File: src/rtl/wdt_keyed_pkg.sv
package wdt_keyed_pkg;
  // Strobes from control to datapath, one cycle wide each.
  typedef struct packed {
    logic presetWe;  // capture a new reload value
    logic loadCnt;   // copy reload value into counter
    logic decCnt;    // decrement counter by one
  } wdtStrobe_t;
endpackage

File: src/rtl/wdt_keyed_dp.sv
module wdt_keyed_dp
  import wdt_keyed_pkg::*;
#(
  parameter int WIDTH = 8,
  parameter logic [WIDTH-1:0] PRESET_INIT = 8'h0F
) (
  input  logic             clk,
  input  logic             rstN,
  input  wdtStrobe_t       strb,
  input  logic [WIDTH-1:0] presetData,
  output logic [WIDTH-1:0] count,
  output logic             cntZero
);
  localparam logic [WIDTH-1:0] ONE = {{(WIDTH-1){1'b0}}, 1'b1};

  logic [WIDTH-1:0] presetReg;

  always_ff @(posedge clk or negedge rstN) begin
    if (!rstN) begin
      presetReg <= PRESET_INIT;
    end else if (strb.presetWe) begin
      presetReg <= presetData;
    end
  end

  always_ff @(posedge clk or negedge rstN) begin
    if (!rstN) begin
      count <= PRESET_INIT;
    end else if (strb.loadCnt) begin
      count <= presetReg;
    end else if (strb.decCnt) begin
      count <= count - ONE;
    end
  end

  assign cntZero = (count == '0);


  load_value_chk: assert property (@(posedge clk) disable iff (!rstN)
    strb.loadCnt |=> count == $past(presetReg));


  dec_step_chk: assert property (@(posedge clk) disable iff (!rstN)
    strb.decCnt |=> count == $past(count) - ONE);


  no_wrap_chk: assert property (@(posedge clk) disable iff (!rstN)
    (strb.decCnt && !strb.loadCnt) |-> !cntZero);
endmodule

File: src/rtl/wdt_keyed_ctrl.sv
module wdt_keyed_ctrl
  import wdt_keyed_pkg::*;
#(
  parameter int WIDTH = 8,
  parameter logic [WIDTH-1:0] KEY = 8'h5C
) (
  input  logic             clk,
  input  logic             rstN,
  input  logic             wdTick,
  input  logic             freeze,
  input  logic             matchEn,
  input  logic             presetWr,
  input  logic             svcWr,
  input  logic [WIDTH-1:0] svcData,
  input  logic             cntZero,
  output wdtStrobe_t       strb,
  output logic             wdErr,
  output logic             xferBusy
);
  logic running;
  logic presetPend;
  logic svcPend;
  logic svcKeyOk;
  logic svcAccept;
  logic keyBad;
  logic doubleSvc;
  logic svcReload;
  logic countStep;
  logic underflow;

  assign svcAccept = svcWr && matchEn;
  assign keyBad    = svcAccept && (svcData != KEY);
  // a pending service from this period plus a new write, outside a tick cycle
  assign doubleSvc = svcAccept && svcPend && !wdTick;
  assign svcReload = svcPend && svcKeyOk && running;
  assign countStep = wdTick && running && !freeze && !strb.loadCnt;
  assign underflow = countStep && cntZero;

  always_comb begin
    strb          = '0;
    strb.presetWe = presetWr;
    strb.loadCnt  = wdTick && (presetPend || svcReload);
    strb.decCnt   = countStep && !cntZero;
  end

  always_ff @(posedge clk or negedge rstN) begin
    if (!rstN) begin
      running <= 1'b0;
    end else if (wdTick && presetPend) begin
      running <= 1'b1;
    end
  end

  always_ff @(posedge clk or negedge rstN) begin
    if (!rstN) begin
      presetPend <= 1'b0;
    end else if (presetWr) begin
      presetPend <= 1'b1;
    end else if (wdTick) begin
      presetPend <= 1'b0;
    end
  end

  always_ff @(posedge clk or negedge rstN) begin
    if (!rstN) begin
      svcPend  <= 1'b0;
      svcKeyOk <= 1'b0;
    end else if (svcAccept) begin
      svcPend  <= 1'b1;
      svcKeyOk <= (svcData == KEY);
    end else if (wdTick) begin
      svcPend  <= 1'b0;
      svcKeyOk <= 1'b0;
    end
  end

  always_ff @(posedge clk or negedge rstN) begin
    if (!rstN) begin
      wdErr <= 1'b0;
    end else if (keyBad || doubleSvc || underflow) begin
      wdErr <= 1'b1;
    end
  end

  assign xferBusy = presetPend || svcPend;


  bad_key_chk: assert property (@(posedge clk) disable iff (!rstN)
    (svcWr && matchEn && svcData != KEY) |=> wdErr);


  err_sticky_chk: assert property (@(posedge clk) disable iff (!rstN)
    wdErr |=> wdErr);


  busy_rise_chk: assert property (@(posedge clk) disable iff (!rstN)
    (presetWr || (svcWr && matchEn)) |=> xferBusy);


  svc_ignored_chk: assert property (@(posedge clk) disable iff (!rstN)
    (svcWr && !matchEn && !presetWr && !xferBusy) |=> !xferBusy);


  idle_hold_chk: assert property (@(posedge clk) disable iff (!rstN)
    !running |-> !strb.decCnt);
endmodule

File: src/rtl/wdt_keyed.sv
module wdt_keyed
  import wdt_keyed_pkg::*;
#(
  parameter int WIDTH = 8,
  parameter logic [WIDTH-1:0] KEY = 8'h5C,
  parameter logic [WIDTH-1:0] PRESET_INIT = 8'h0F
) (
  input  logic             clk,
  input  logic             rstN,
  input  logic             wdTick,
  input  logic             freeze,
  input  logic             matchEn,
  input  logic             presetWr,
  input  logic [WIDTH-1:0] presetData,
  input  logic             svcWr,
  input  logic [WIDTH-1:0] svcData,
  output logic [WIDTH-1:0] wdCount,
  output logic             wdErr,
  output logic             xferBusy
);
  wdtStrobe_t strb;
  logic       cntZero;

  wdt_keyed_ctrl #(.WIDTH(WIDTH), .KEY(KEY)) u_ctrl (
    .clk      (clk),
    .rstN     (rstN),
    .wdTick   (wdTick),
    .freeze   (freeze),
    .matchEn  (matchEn),
    .presetWr (presetWr),
    .svcWr    (svcWr),
    .svcData  (svcData),
    .cntZero  (cntZero),
    .strb     (strb),
    .wdErr    (wdErr),
    .xferBusy (xferBusy)
  );

  wdt_keyed_dp #(.WIDTH(WIDTH), .PRESET_INIT(PRESET_INIT)) u_dp (
    .clk        (clk),
    .rstN       (rstN),
    .strb       (strb),
    .presetData (presetData),
    .count      (wdCount),
    .cntZero    (cntZero)
  );


  freeze_hold_chk: assert property (@(posedge clk) disable iff (!rstN)
    (wdTick && freeze && !xferBusy) |=> $stable(wdCount));
endmodule

File: config.mk
export PLATFORM = sky130hd
export DESIGN_NAME = wdt_keyed
export DESIGN_NICKNAME = d
export VERILOG_FILES = /design/src/rtl/wdt_keyed_pkg.sv /design/src/rtl/wdt_keyed_dp.sv /design/src/rtl/wdt_keyed_ctrl.sv /design/src/rtl/wdt_keyed.sv
export SDC_FILE = /design/constraint.sdc
export NUM_CORES = 1
export LEC_CHECK = 0
export BUFFER_PORTS_ARGS = -buffer_cell sky130_fd_sc_hd__buf_2
export CAP_MARGIN = 15
export CORE_UTILIZATION = 30
export CTS_BUF_LIST = sky130_fd_sc_hd__clkbuf_8
export DETAILED_ROUTE_END_ITERATION = 8
export GPL_TIMING_DRIVEN = 1
export PLACE_DENSITY = 0.62
export RECOVER_POWER = 25
export SYNTH_ARGS = -nofsm -noshare
export SYNTH_HDL_FRONTEND = slang
export SYNTH_SLANG_ARGS = --single-unit
File: constraint.sdc
create_clock -name clk -period 4.7 [get_ports clk]
set_clock_uncertainty 0.15 [all_clocks]
set_input_delay 0.705 -clock clk [delete_from_list [all_inputs] [get_ports clk]]
set_output_delay 0.705 -clock clk [all_outputs]
set_load 0.1 [all_outputs]
# == Word-level counts from Yosys, hierarchy flattened ==
# Index checks and enable logic that the tools add are counted.
# word_totals
register_bits,21
latch_bits,0
ramBits,0
mem_bits_ro,0
in_bits,23
output_inout_bits,10
mem_count,0
# classes
add_sub_neg,1
multipliers,0
div,0
order_cmp,0
eq_ne,2
shift,0
mux,6
n_bitwise,0
reduce_logical,25
# op_table
operator,count
8-bit 2-to-1 mux,2
1-bit logical AND,13
"8-bit by 7-bit equality test with 1-bit output, second input constant",1
8-bit zero test,1
"8-bit by 7-bit != test with 1-bit output, second input constant",1
"8-bit by 1-bit subtractor with 8-bit output, second input constant",1
2-bit nonzero test,3
1-bit zero test,4
1-bit logical OR,4
1-bit 2-to-1 mux,4

# == Longest topological paths before layout ==
# Gate-level depths: netlist of run 1.
# depth
ltp_word,9
depth_mapped,6

# == Cells and area by module ==
# From an unflattened synthesis of run 1, not the netlist that was laid out.
# unflattened
hier_cells,93
area_unflattened_um2,1038.5
# by_module_without_submodules
mod,instances,cells_each,area_per_inst_um2
wdt_keyed_dp,1,67,778.2
wdt_keyed_ctrl,1,26,260.2

# == Worst setup path after synthesis of run 1 ==
# Ideal clock, no wire load.
# synth_timing
kind,register to register
startpoint,register u_dp.count[4]
endpoint,register u_dp.count[7]
setup_time_ps,75
arrival_ps,2102
path_slack_ps,2373
path_stages_with_launch,5
path_buffers,0
synth_period_minus_slack_ps,2327
cell_sequence,dfrtp_1 -> or3_4 -> or3_1 -> or4_1 -> nand3_1
# synth_via
elab_chain_cells,4
elab_cells_between_ends,7
classes_between,1 x add/sub; 2 x mux; 4 x reduce/logical
# synth_lines
item,line_no,text
start: declaration,wdt_keyed_dp.sv:11,"output logic [WIDTH-1:0] count,"
start signal: assignment,wdt_keyed_dp.sv:30,count <= presetReg;
start signal: assignment,wdt_keyed_dp.sv:32,count <= count - ONE;
branches (longest 4 deep; another with 8-bit by 1-bit subtractor with 8-bit output),-,
# Parallel ways; which one is timed is not known. The select of a mux whose other input is x is not followed.
# A chain may end at the register's enable or synchronous reset.

# == Final worst setup path of run 1 ==
# layout_timing
startpoint,register u_dp.count[3]
endpoint,output port wdCount[3]
# layout_lines
item,line_no,text
end: declaration,wdt_keyed.sv:17,"output logic [WIDTH-1:0] wdCount,"
# No word-level cell between the ends.

==> results of run 1 <==
sequential cells by signal, indices dropped and copies added, names as in the netlist:
signal,flops
u_ctrl.presetPend,1
u_ctrl.running,1
u_ctrl.svcKeyOk,1
u_ctrl.svcPend,1
u_ctrl.wdErr,1
u_dp.count,8
u_dp.presetReg,8
routing by layer:
metal / wire [um] / vias up / GRT usage / share of wire
met1: 1090 / 430 / 0.178 / 0.48
met5: 0 / - / 0 / 0
li1: - / 434 / - / -
met4: 16 / 0 / 0.0381 / 0.0070
met3: 92 / 2 / 0.0252 / 0.040
met2: 1080 / 26 / 0.220 / 0.47
placed cells by master (no fill, tap or decap), drive strengths merged:
master,netlist,final
a211o,1,1
a21o,2,2
a21oi,1,1
a221o,2,2
a31o,1,1
a31oi,3,3
and2,2,2
and2b,1,1
and4bb,1,1
buf,0,31
clkbuf,2,4
clkinv,0,1
dfrtp,13,13
dfstp,8,8
ha,1,1
inv,4,4
mux2,8,8
mux2i,1,1
nand2,11,11
nand2b,2,2
nand3,4,4
nand4b,1,1
nor2,7,7
nor2b,1,1
nor3,4,4
nor4,1,1
nor4bb,1,1
o211ai,2,2
o21ai,2,2
o311ai,2,2
o31ai,1,1
or2,1,1
or3,4,4
or4,3,3
final timing paths:
| path | from | endpoint | slack (ns) | cells past startpoint |
|---|---|---|---|---|
| min reg2reg | u_ctrl.running | u_ctrl.running | 0.33 | 1 |
| max | u_dp.count[3] | wdCount[3] | 2.55 | 1 |
| min | u_ctrl.running | u_ctrl.running | 0.33 | 1 |
| min in group asynchronous | rstN | u_dp.count[4] | 0.47 | 1 |
| max in group asynchronous | rstN | u_dp.count[7] | 3.27 | 1 |
| max reg2reg | u_dp.count[0] | u_dp.count[5] | 2.70 | 6 |
power groups by stage:
stage | clock [mW] | combinational, mW | sequential, mW
floorplan | 0 | 0.0580 | 0.323
global placement | 0 | 0.185 | 0.234
detailed placement | 0 | 0.186 | 0.235
CTS | 0.121 | 0.187 | 0.232
global route | 0.129 | 0.196 | 0.235
finish | 0.117 | 0.185 | 0.232
area by class of cell:
type,count,area share
clock buffers,3,0.0314
clock inverters,1,0.00381
inverters,4,0.0114
multi-input cells,71,0.382
flip-flops and latches,21,0.407
well taps,46,0.0438
repair buffers,32,0.121
kinds of logic after synthesis:
logic type	after synthesis	share of synthesized area
and+or+nand+nor	44	0.248
DFF	21	0.505
AOI/OAI and AO/OA	17	0.119
muxes	9	0.0945
buffers and inverters	6	0.0212
adders and majority gates	1	0.0118
==> metrics.cfg, run 1 <==
[run_status]
status = completed

[floorplanning]
die-area_mm2 = 0.00377
rows = 21
start_util = 0.315
die-width_um = 61.4
core_area_mm2 = 0.00336
pin_count = 33
chipHeight_um = 61.4

[placement]
numPortBuffers = 32
dp_slack_ns = 2.44
gp_routability_congestion = 0.777
dp_hpwl_um = 1740
postPlaceCellArea_mm2 = 0.00127
dpl.cell_count = 174

[grt]
grt_pass1_wl_um = 3570
grt.overflow.total = 0
grt_max_degree = 22
grtUsageTotal = 0.133
grt_pass1_vias = 796
antenna_found_initial = 0

[synthesis]
yosysMostFrequentCell = dfrtp_1
synth.avg_cell_area_um2 = 10.8
synthTopCellsByCount = dfrtp_1 (13), nand2_1 (11), dfstp_2 (8), mux2_2 (8), nor2_1 (7)
synth.top_cell.area_share = 0.307
ys.flop_type = dfrtp_1
synthTopCellsByArea = dfrtp_1 (31%), dfstp_2 (20%), mux2_2 (8.5%)
synth_largest_area_cell = dfrtp_1
syn_area_mm2 = 0.00106
synth_cell_types = 33
syn-num-nets = 122
synth_edf_count = 0
ys_seq_area_frac = 0.505
synthArstFlopShare = 1.00
synth-seq-cells = 21
synth_cells = 98
yosysWarnings = 0

[power]
power_leakage_nw = 0.562
p_switching_mw = 0.220
p_int_mw = 0.314
power.density_mw_per_mm2 = 407
sequentialPowerShare = 0.433
vdd_drop_max_uv = 233
comb_power_share = 0.347
power_frac_clock = 0.220
finalPower_mw = 0.535
power.share.switching = 0.412

[detailed_routing]
antenna_left = 0
wirelength_um = 2280
viasPerCell = 5.01
wl_per_cell_um = 12.8
drt_iter0_drc = 20
drc = 0
via_count = 892
drt_first_pass_iters = 4

[setup_path]
crit_path_end_kind = primary output
crit_buf_inv = 1
cp_top_family = flip-flops
critPathArrivalTime_ns = 1.29
worstPathMaxFanout = 7
start_kind = register
max_stage_delay_ns = 0.59
slowest_stage = dfstp_2
critPathRequiredTime_ns = 3.85
crit_type = register to primary output
path_cells = buf_2

[sta]
maxSlewViolCount = 0
fmax_mhz = 465
layout_worst_path_cycle_share = 0.457
setup_ws_ns = 2.55
slew_headroom = 0.274
tightest_slew_ns = 1.09
tns_ns = 0
fin_crit_ns = 2.15
setup_violations = 0
hold_viol = 0
whs_ns = 0.333
rsz0062_at_grt = no

[clock_network]
ctsHtreeMaxLevel = 1
post-cts-setup-buffers = 0
clk_latency_ns = 0.26
clk_root_buffer_cell = clkbuf_8
clock-sinks = 21
cts_resized = 0
holdBufCountCts = 0
cts_buffer_depth = 2
clkTransAtPathRegs_ns = 0.08
cts_tree = done
cts_buffers = 3

[layout]
nNetsFinal = 157
fillers = 377
diodes = 0
fin_util = 0.391
fin_cells = 178
drive_gt1_frac = 0.432
syn_to_final_growth_pct = 24.1
multi_input_area_um2 = 502
fin_area_mm2 = 0.00132
regArea_um2 = 536

[job]
drv_cap = 0

[min_path]
hold_path_class = register to register

(Power assumes the default switching activity.)
==> run 2, diff against run 1 <==
--- a/config.mk
+++ b/config.mk
@@ -5,13 +5,14 @@
 export SDC_FILE = /design/constraint.sdc
 export NUM_CORES = 1
 export LEC_CHECK = 0
+export ABC_AREA = 1
 export BUFFER_PORTS_ARGS = -buffer_cell sky130_fd_sc_hd__buf_2
 export CAP_MARGIN = 15
 export CORE_UTILIZATION = 30
 export CTS_BUF_LIST = sky130_fd_sc_hd__clkbuf_8
 export DETAILED_ROUTE_END_ITERATION = 8
 export GPL_TIMING_DRIVEN = 1
-export PLACE_DENSITY = 0.62
+export PLACE_DENSITY = 0.61
 export RECOVER_POWER = 25
 export SYNTH_ARGS = -nofsm -noshare
 export SYNTH_HDL_FRONTEND = slang
==> constraint.sdc (replaced) <==
create_clock -name clk -period 2.21 [get_ports clk]
set_clock_uncertainty 0.15 [all_clocks]
set_input_delay 0.3315 -clock clk [delete_from_list [all_inputs] [get_ports clk]]
set_output_delay 0.3315 -clock clk [all_outputs]
set_load 0.1 [all_outputs]
==> run 2 against run 1 <==
Final area increased by 7.6%. Sequential share of layout area shrank 2.9 points. Synthesized area increased by 9.2%. Via count grew 19%. Hold slack lost 0.22 ns. Critical path type unchanged.
==> metrics.cfg, run 2 <==
[grt]
grt.overflow.total = 0  ; unchanged
grt_max_degree = 22  ; unchanged
grtUsageTotal = 0.130  ; -0.00342
grt_pass1_vias = 991  ; +24%
grt_pass1_wl_um = 4130  ; +16%
antenna_found_initial = 0  ; unchanged

[detailed_routing]
drc = 0  ; unchanged
wl_met3_um = 117  ; +27%
drt_iter0_drc = 37  ; +85%
drt_first_pass_iters = 4  ; unchanged
wl_met1_um = 1210  ; +11%
antenna_left = 0  ; unchanged
via_count = 1065  ; +19%
wl_per_cell_um = 9.83  ; -23%
wl_met2_um = 1050  ; -3.0%
dr.max_layer_used = met4
viasPerCell = 4.31  ; -14%
wirelength_um = 2430  ; +6.4%

[power]
sequentialPowerShare = 0.353  ; -0.080
power.density_mw_per_mm2 = 1080  ; +160%
power_frac_clock = 0.161  ; -0.059
power_leakage_nw = 0.779  ; +39%
p_switching_mw = 0.776  ; +250%
comb_power_share = 0.486  ; +0.139
power.share.switching = 0.509  ; +0.0970
p_int_mw = 0.749  ; +140%
vdd_drop_max_uv = 281  ; +20%

[setup_path]
path_cells = buf_2
critPathRequiredTime_ns = 1.73  ; -2.12 ns
r2r-start = u_dp.count[0]
crit_type = register to primary output
slowest_stage = dfstp_2
cp_top_family = flip-flops
r2r_cells = 8  ; +2
crit_path_end_kind = primary output
start_kind = register
worstPathMaxFanout = 5  ; -2
max_stage_delay_ns = 0.58  ; about the same
critPathArrivalTime_ns = 1.27  ; -0.02 ns
rrSetupSlack_ns = 0.55  ; -2.15 ns
crit_buf_inv = 1  ; unchanged
rr_endpoint = u_dp.count[6]
worst-path-stages = 1  ; unchanged

[synthesis]
ys_seq_area_frac = 0.463  ; -0.0426
yosysMostFrequentCell = nand2_1
synth_cells = 164  ; +67%
ys.flop_type = dfrtp_1
syn_area_mm2 = 0.00116  ; +9.2%
synth_edf_count = 0  ; unchanged
yosysWarnings = 0  ; unchanged
synthArstFlopShare = 1.00  ; unchanged
synth.avg_cell_area_um2 = 7.06  ; -35%
synthTopCellsByArea = dfrtp_1 (28%), nand2_1 (23%), dfstp_2 (18%)
synth_largest_area_cell = dfrtp_1
synth-seq-cells = 21  ; unchanged
synth.top_cell.area_share = 0.281  ; -0.0259
syn-num-nets = 188  ; +54%
synth_cell_types = 20  ; -39%
synthTopCellsByCount = nand2_1 (71), inv_1 (20), nand3_1 (17), dfrtp_1 (13), nor2_1 (12)

[floorplanning]
die-width_um = 64.1  ; +4.4%
pin_count = 33  ; unchanged
chipHeight_um = 64.1  ; +4.4%
die-area_mm2 = 0.00411  ; +8.9%
core_area_mm2 = 0.00369  ; +9.7%
start_util = 0.314  ; -0.00133
rows = 22  ; +4.8%

[clock_network]
clock-sinks = 21  ; unchanged
post-cts-setup-buffers = 0  ; unchanged
clkTransAtPathRegs_ns = 0.08  ; about the same
cts_buffer_depth = 2  ; unchanged
ctsHtreeMaxLevel = 1  ; unchanged
clk_latency_ns = 0.26  ; about the same
cts_tree = done
holdBufCountCts = 1  ; +1
cts_resized = 0  ; unchanged
cts_buffers = 3  ; unchanged
clk_root_buffer_cell = clkbuf_8

[min_path]
hp-start = presetData[1]
worstHoldEndpoint = u_dp.presetReg[1]
min_path_cells = 3  ; +2
hold_path_class = input port to register

[layout]
diodes = 0  ; unchanged
drive_gt1_frac = 0.251  ; -0.181
fin_util = 0.384  ; -0.00735
syn_to_final_growth_pct = 22.3
nNetsFinal = 224  ; +43%
largest_registers = u_dp.count: 8 flops, u_dp.presetReg: 8 flops
fin_area_mm2 = 0.00142  ; +7.6%
layout_commonest_cell = nand2_1
fin_cells = 247  ; +39%
fillers = 419  ; +11%
multi_input_area_um2 = 528  ; +5.2%
regArea_um2 = 536  ; unchanged
layout_common_cells = nand2_1 (71), buf_2 (30), inv_1 (21)

[sta]
tightest_slew_ns = 1.10  ; +0.00854 ns
fin_crit_ns = 1.75
hold_viol = 0  ; unchanged
layout_worst_path_cycle_share = 0.793
tns_ns = 0  ; unchanged
rsz0062_at_grt = no
setup_violations = 0  ; unchanged
setup_ws_ns = 0.457  ; -2.09 ns
slew_headroom = 0.268  ; -0.00569
maxSlewViolCount = 0  ; unchanged
fmax_mhz = 571

[job]
drv_cap = 0  ; unchanged

[placement]
postPlaceCellArea_mm2 = 0.00136  ; +7.3%
dpl.cell_count = 242  ; +39%
gp_routability_congestion = 0.900  ; +16%
dp_slack_ns = 0.563  ; -1.87 ns
numPortBuffers = 32  ; unchanged
dp_hpwl_um = 1900  ; +9.1%

[run_status]
status = completed

## run 2: cell count changes after synthesis, sizes merged, moves of 3 or more
| cell | previous run | this run |
|---|---|---|
| nand2 | 11 | 74 |
| inv | 4 | 21 |
| nand3 | 4 | 17 |
| mux2 | 8 | 0 |
| nor2 | 7 | 15 |
| o21ai | 2 | 7 |
| or3 | 4 | 0 |
| a31oi | 3 | 0 |
| nor3 | 4 | 1 |
| or4 | 3 | 0 |
## run 2: metrics by stage
stage               total power, mW  hold slack (ns)
floorplan                      1.15           -0.114
global placement               1.29            0.166
detailed placement             1.29            0.170
CTS                            1.54            0.106
global route                   1.62            0.117
finish                         1.52            0.109
## run 2: cell type report
class	count	share of cell area
multi-input combinational	120	0.373
timing repair buffer	33	0.118
sequential	21	0.378
tap	48	0.0424
inverter	21	0.0557
clock inverter	1	0.00265
clock buffer	3	0.0292
## run 2: worst max path at each step
stage / startpoint / to / slack, ns
4_1_cts: u_dp.count[3] / wdCount[3] / 0.45
3_5_place_dp: u_dp.count[0] / u_dp.count[0] / 0.56
6_report: u_dp.count[3] / wdCount[3] / 0.46
5_1_grt: rstN / u_dp.presetReg[5] / 0.31
2_1_floorplan: u_dp.count[0] / u_dp.count[6] / 0.20
3_3_place_gp: u_dp.count[0] / u_dp.count[6] / 0.59
## run 2: kinds of logic (layout without fill, tap and decap cells)
family | Yosys count | in the layout | share of synthesized area
buffers and inverters | 23 | 58 | 0.0811
adder cells (fa/ha/maj) | 1 | 1 | 0.0108
flip-flops | 21 | 21 | 0.463
AO/OA/AOI/OAI | 10 | 10 | 0.0551
AND/OR/NAND/NOR | 109 | 109 | 0.390
## run 2: power by group through the flow
| stage | sequential, mW | combinational (mW) | clock [mW] |
|---|---|---|---|
| 2_1_floorplan | 0.887 | 0.262 | 0 |
| 3_3_place_gp | 0.547 | 0.739 | 0 |
| 3_5_place_dp | 0.547 | 0.739 | 0 |
| 4_1_cts | 0.540 | 0.742 | 0.256 |
| 5_1_grt | 0.549 | 0.803 | 0.271 |
| 6_report | 0.538 | 0.741 | 0.246 |
## run 2: metal layers
| metal | track usage | vias to the layer above |
|---|---|---|
| met5 | 0 | - |
| met4 | 0.0694 | 0 |
| met3 | 0.0232 | 5 |
| met2 | 0.209 | 27 |
| met1 | 0.164 | 461 |
| li1 | - | 572 |
==> run 3, diff against run 2 <==
==> constraint.sdc (replaced) <==
create_clock -name clk -period 1.7 [get_ports clk]
set_clock_uncertainty 0.15 [all_clocks]
set_input_delay 0.255 -clock clk [delete_from_list [all_inputs] [get_ports clk]]
set_output_delay 0.255 -clock clk [all_outputs]
set_load 0.1 [all_outputs]
==> run 3 against run 2 <==
Clock-buffer cell count unchanged. Via count grew 2.0%. Largest power group unchanged. Power rose by 45%. Routed wire length grew 5.5%. Cell count up 1.2%. Hold slack got worse by 0.075 ns. Critical endpoint is now xferBusy. Highest routed layer unchanged.
==> metrics.cfg, run 3 (synthesized netlist as in run 2, its figures left out) <==
[setup_path]
max_stage_delay_ns = 0.40  ; -0.18 ns
slowest_stage = dfrtp_1
worst-path-stages = 2  ; +1
cp_top_family = flip-flops
crit_buf_inv = 1  ; unchanged
critPathArrivalTime_ns = 1.25  ; -0.02 ns
critPathRequiredTime_ns = 1.29  ; -0.44 ns
start_kind = register
r2r_cells = 8  ; unchanged
crit_path_end_kind = primary output
worstPathMaxFanout = 3  ; -2
crit_type = register to primary output
path_cells = or2_2 > buf_2

[placement]
postPlaceCellArea_mm2 = 0.00147  ; +7.6%
dp_hpwl_um = 1920  ; +1.2%
gp_routability_congestion = 0.843  ; -6.4%
numPortBuffers = 32  ; unchanged

[layout]
largest_registers = u_dp.count: 8 flops, u_dp.presetReg: 8 flops
fin_area_mm2 = 0.00155  ; +9.5%
syn_to_final_growth_pct = 33.9
layout_common_cells = nand2_1 (70), buf_2 (26), inv_1 (19)
nNetsFinal = 227  ; +1.3%
drive_gt1_frac = 0.317  ; +0.0656
layout_commonest_cell = nand2_1
diodes = 0  ; unchanged

[clock_network]
cts_buffer_depth = 2  ; unchanged
cts_buffers = 3  ; unchanged
clk_root_buffer_cell = clkbuf_8
ctsHtreeMaxLevel = 1  ; unchanged
clk_latency_ns = 0.26  ; about the same
clock-sinks = 21  ; unchanged
cts_tree = done
clkTransAtPathRegs_ns = 0.07  ; about the same

[grt]
grt_pass1_vias = 1073  ; +8.3%
grt_pass1_wl_um = 4690  ; +13%
antenna_found_initial = 0  ; unchanged
grtUsageTotal = 0.146  ; +0.0169
grt.overflow.total = 0  ; unchanged
grt_max_degree = 22  ; unchanged

[floorplanning]
start_util = 0.314  ; unchanged
die-width_um = 64.1  ; unchanged
chipHeight_um = 64.1  ; unchanged
die-area_mm2 = 0.00411  ; unchanged
core_area_mm2 = 0.00369  ; unchanged
rows = 22  ; unchanged
pin_count = 33  ; unchanged

[sta]
setup_violations = 0  ; unchanged
rsz0062_at_grt = no
fmax_mhz = 606
slew_headroom = 0.664  ; +0.395
tightest_slew_ns = 0.505  ; -0.593 ns
hold_viol = 0  ; unchanged
layout_worst_path_cycle_share = 0.971
maxSlewViolCount = 0  ; unchanged
fin_crit_ns = 1.65

[detailed_routing]
wirelength_um = 2560  ; +5.5%
viasPerCell = 4.34  ; +0.75%
via_count = 1086  ; +2.0%
drt_iter0_drc = 30  ; -19%
drt_first_pass_iters = 4  ; unchanged
wl_per_cell_um = 10.2  ; +4.2%
antenna_left = 0  ; unchanged
drc = 0  ; unchanged

[min_path]
hold_path_class = input port to register
min_path_cells = 3  ; unchanged

[power]
finalPower_mw = 2.22  ; +45%
power_leakage_nw = 0.815  ; +4.6%
vdd_drop_max_uv = 341  ; +21%
power.density_mw_per_mm2 = 1430  ; +33%

[job]
drv_cap = 0  ; unchanged

[run_status]
status = completed

[run 3: layout make-up]
cell class | count | area [um^2]
sequential | 21 | 552
tap | 48 | 60.1
clock inverter | 1 | 3.75
timing repair buffer | 36 | 251
clock buffer | 3 | 41.3
multi-input combinational | 120 | 561
inverter | 21 | 81.3
fill | 405 | 2140
[run 3: report_power, final]
group	total, mW	leakage (nW)	internal [mW]	switching, mW
registers	0.744	0.234	0.637	0.107
clock network	0.321	0.0269	0.161	0.160
logic	1.15	0.554	0.348	0.803
[run 3: layer usage]
layer | wire length, um | part of all wire | up-vias | global-route usage
li1 | - | - | 583 | -
met1 | 1260 | 0.49 | 459 | 0.199
met2 | 1130 | 0.44 | 39 | 0.225
met3 | 127 | 0.050 | 5 | 0.0286
met4 | 45 | 0.018 | 0 | 0.0639
met5 | 0 | 0 | - | 0
[run 3: worst paths after layout]
kind	startpoint	endpoint	slack [ns]
worst max register to register	u_dp.count[0]	u_dp.count[7]	0.10
worst min register to register	u_dp.presetReg[2]	u_dp.presetReg[2]	0.31
min in group asynchronous	rstN	u_ctrl.wdErr	0.34
worst max-delay path	u_ctrl.svcPend	xferBusy	0.05
worst min-delay path	presetData[3]	u_dp.presetReg[3]	0.03
max in group asynchronous	rstN	u_dp.count[4]	0.70
[run 3: worst reg2reg max path, cell delays in order (launching register included)]
cell and delay [ns]:
dfstp_4 0.64, inv_4 0.04, ha_4 0.16, nand3_2 0.08, inv_1 0.06, nand2_1 0.09, nand2_2 0.10, nand3_1 0.10
nand3_1 0.08
[run 3: metrics by stage]
stage / cells / TNS, ns / worst slack [ns] / util / hold WS [ns]
after floorplan: 164 / -0.0414 / -0.0180 / - / -0.191
after global placement: 243 / 0 / 0.0656 / 0.398 / 0.0811
after detailed placement: 243 / 0 / 0.0602 / 0.398 / 0.0888
after CTS: 248 / 0 / 0.0382 / 0.412 / 0.0320
after global routing: 250 / 0 / 0.00791 / 0.420 / 0.0422
final: 250 / 0 / 0.0485 / 0.420 / 0.0349
[run 3: timing repair]
item / 4_1_cts / 5_1_grt
resized for setup: 0 / 4
hold buffers: 1 / 0
endpoints found under the hold margin: 13 / 0
setup endpoints to repair: 0 / 8
buffers inserted: 0 / 2
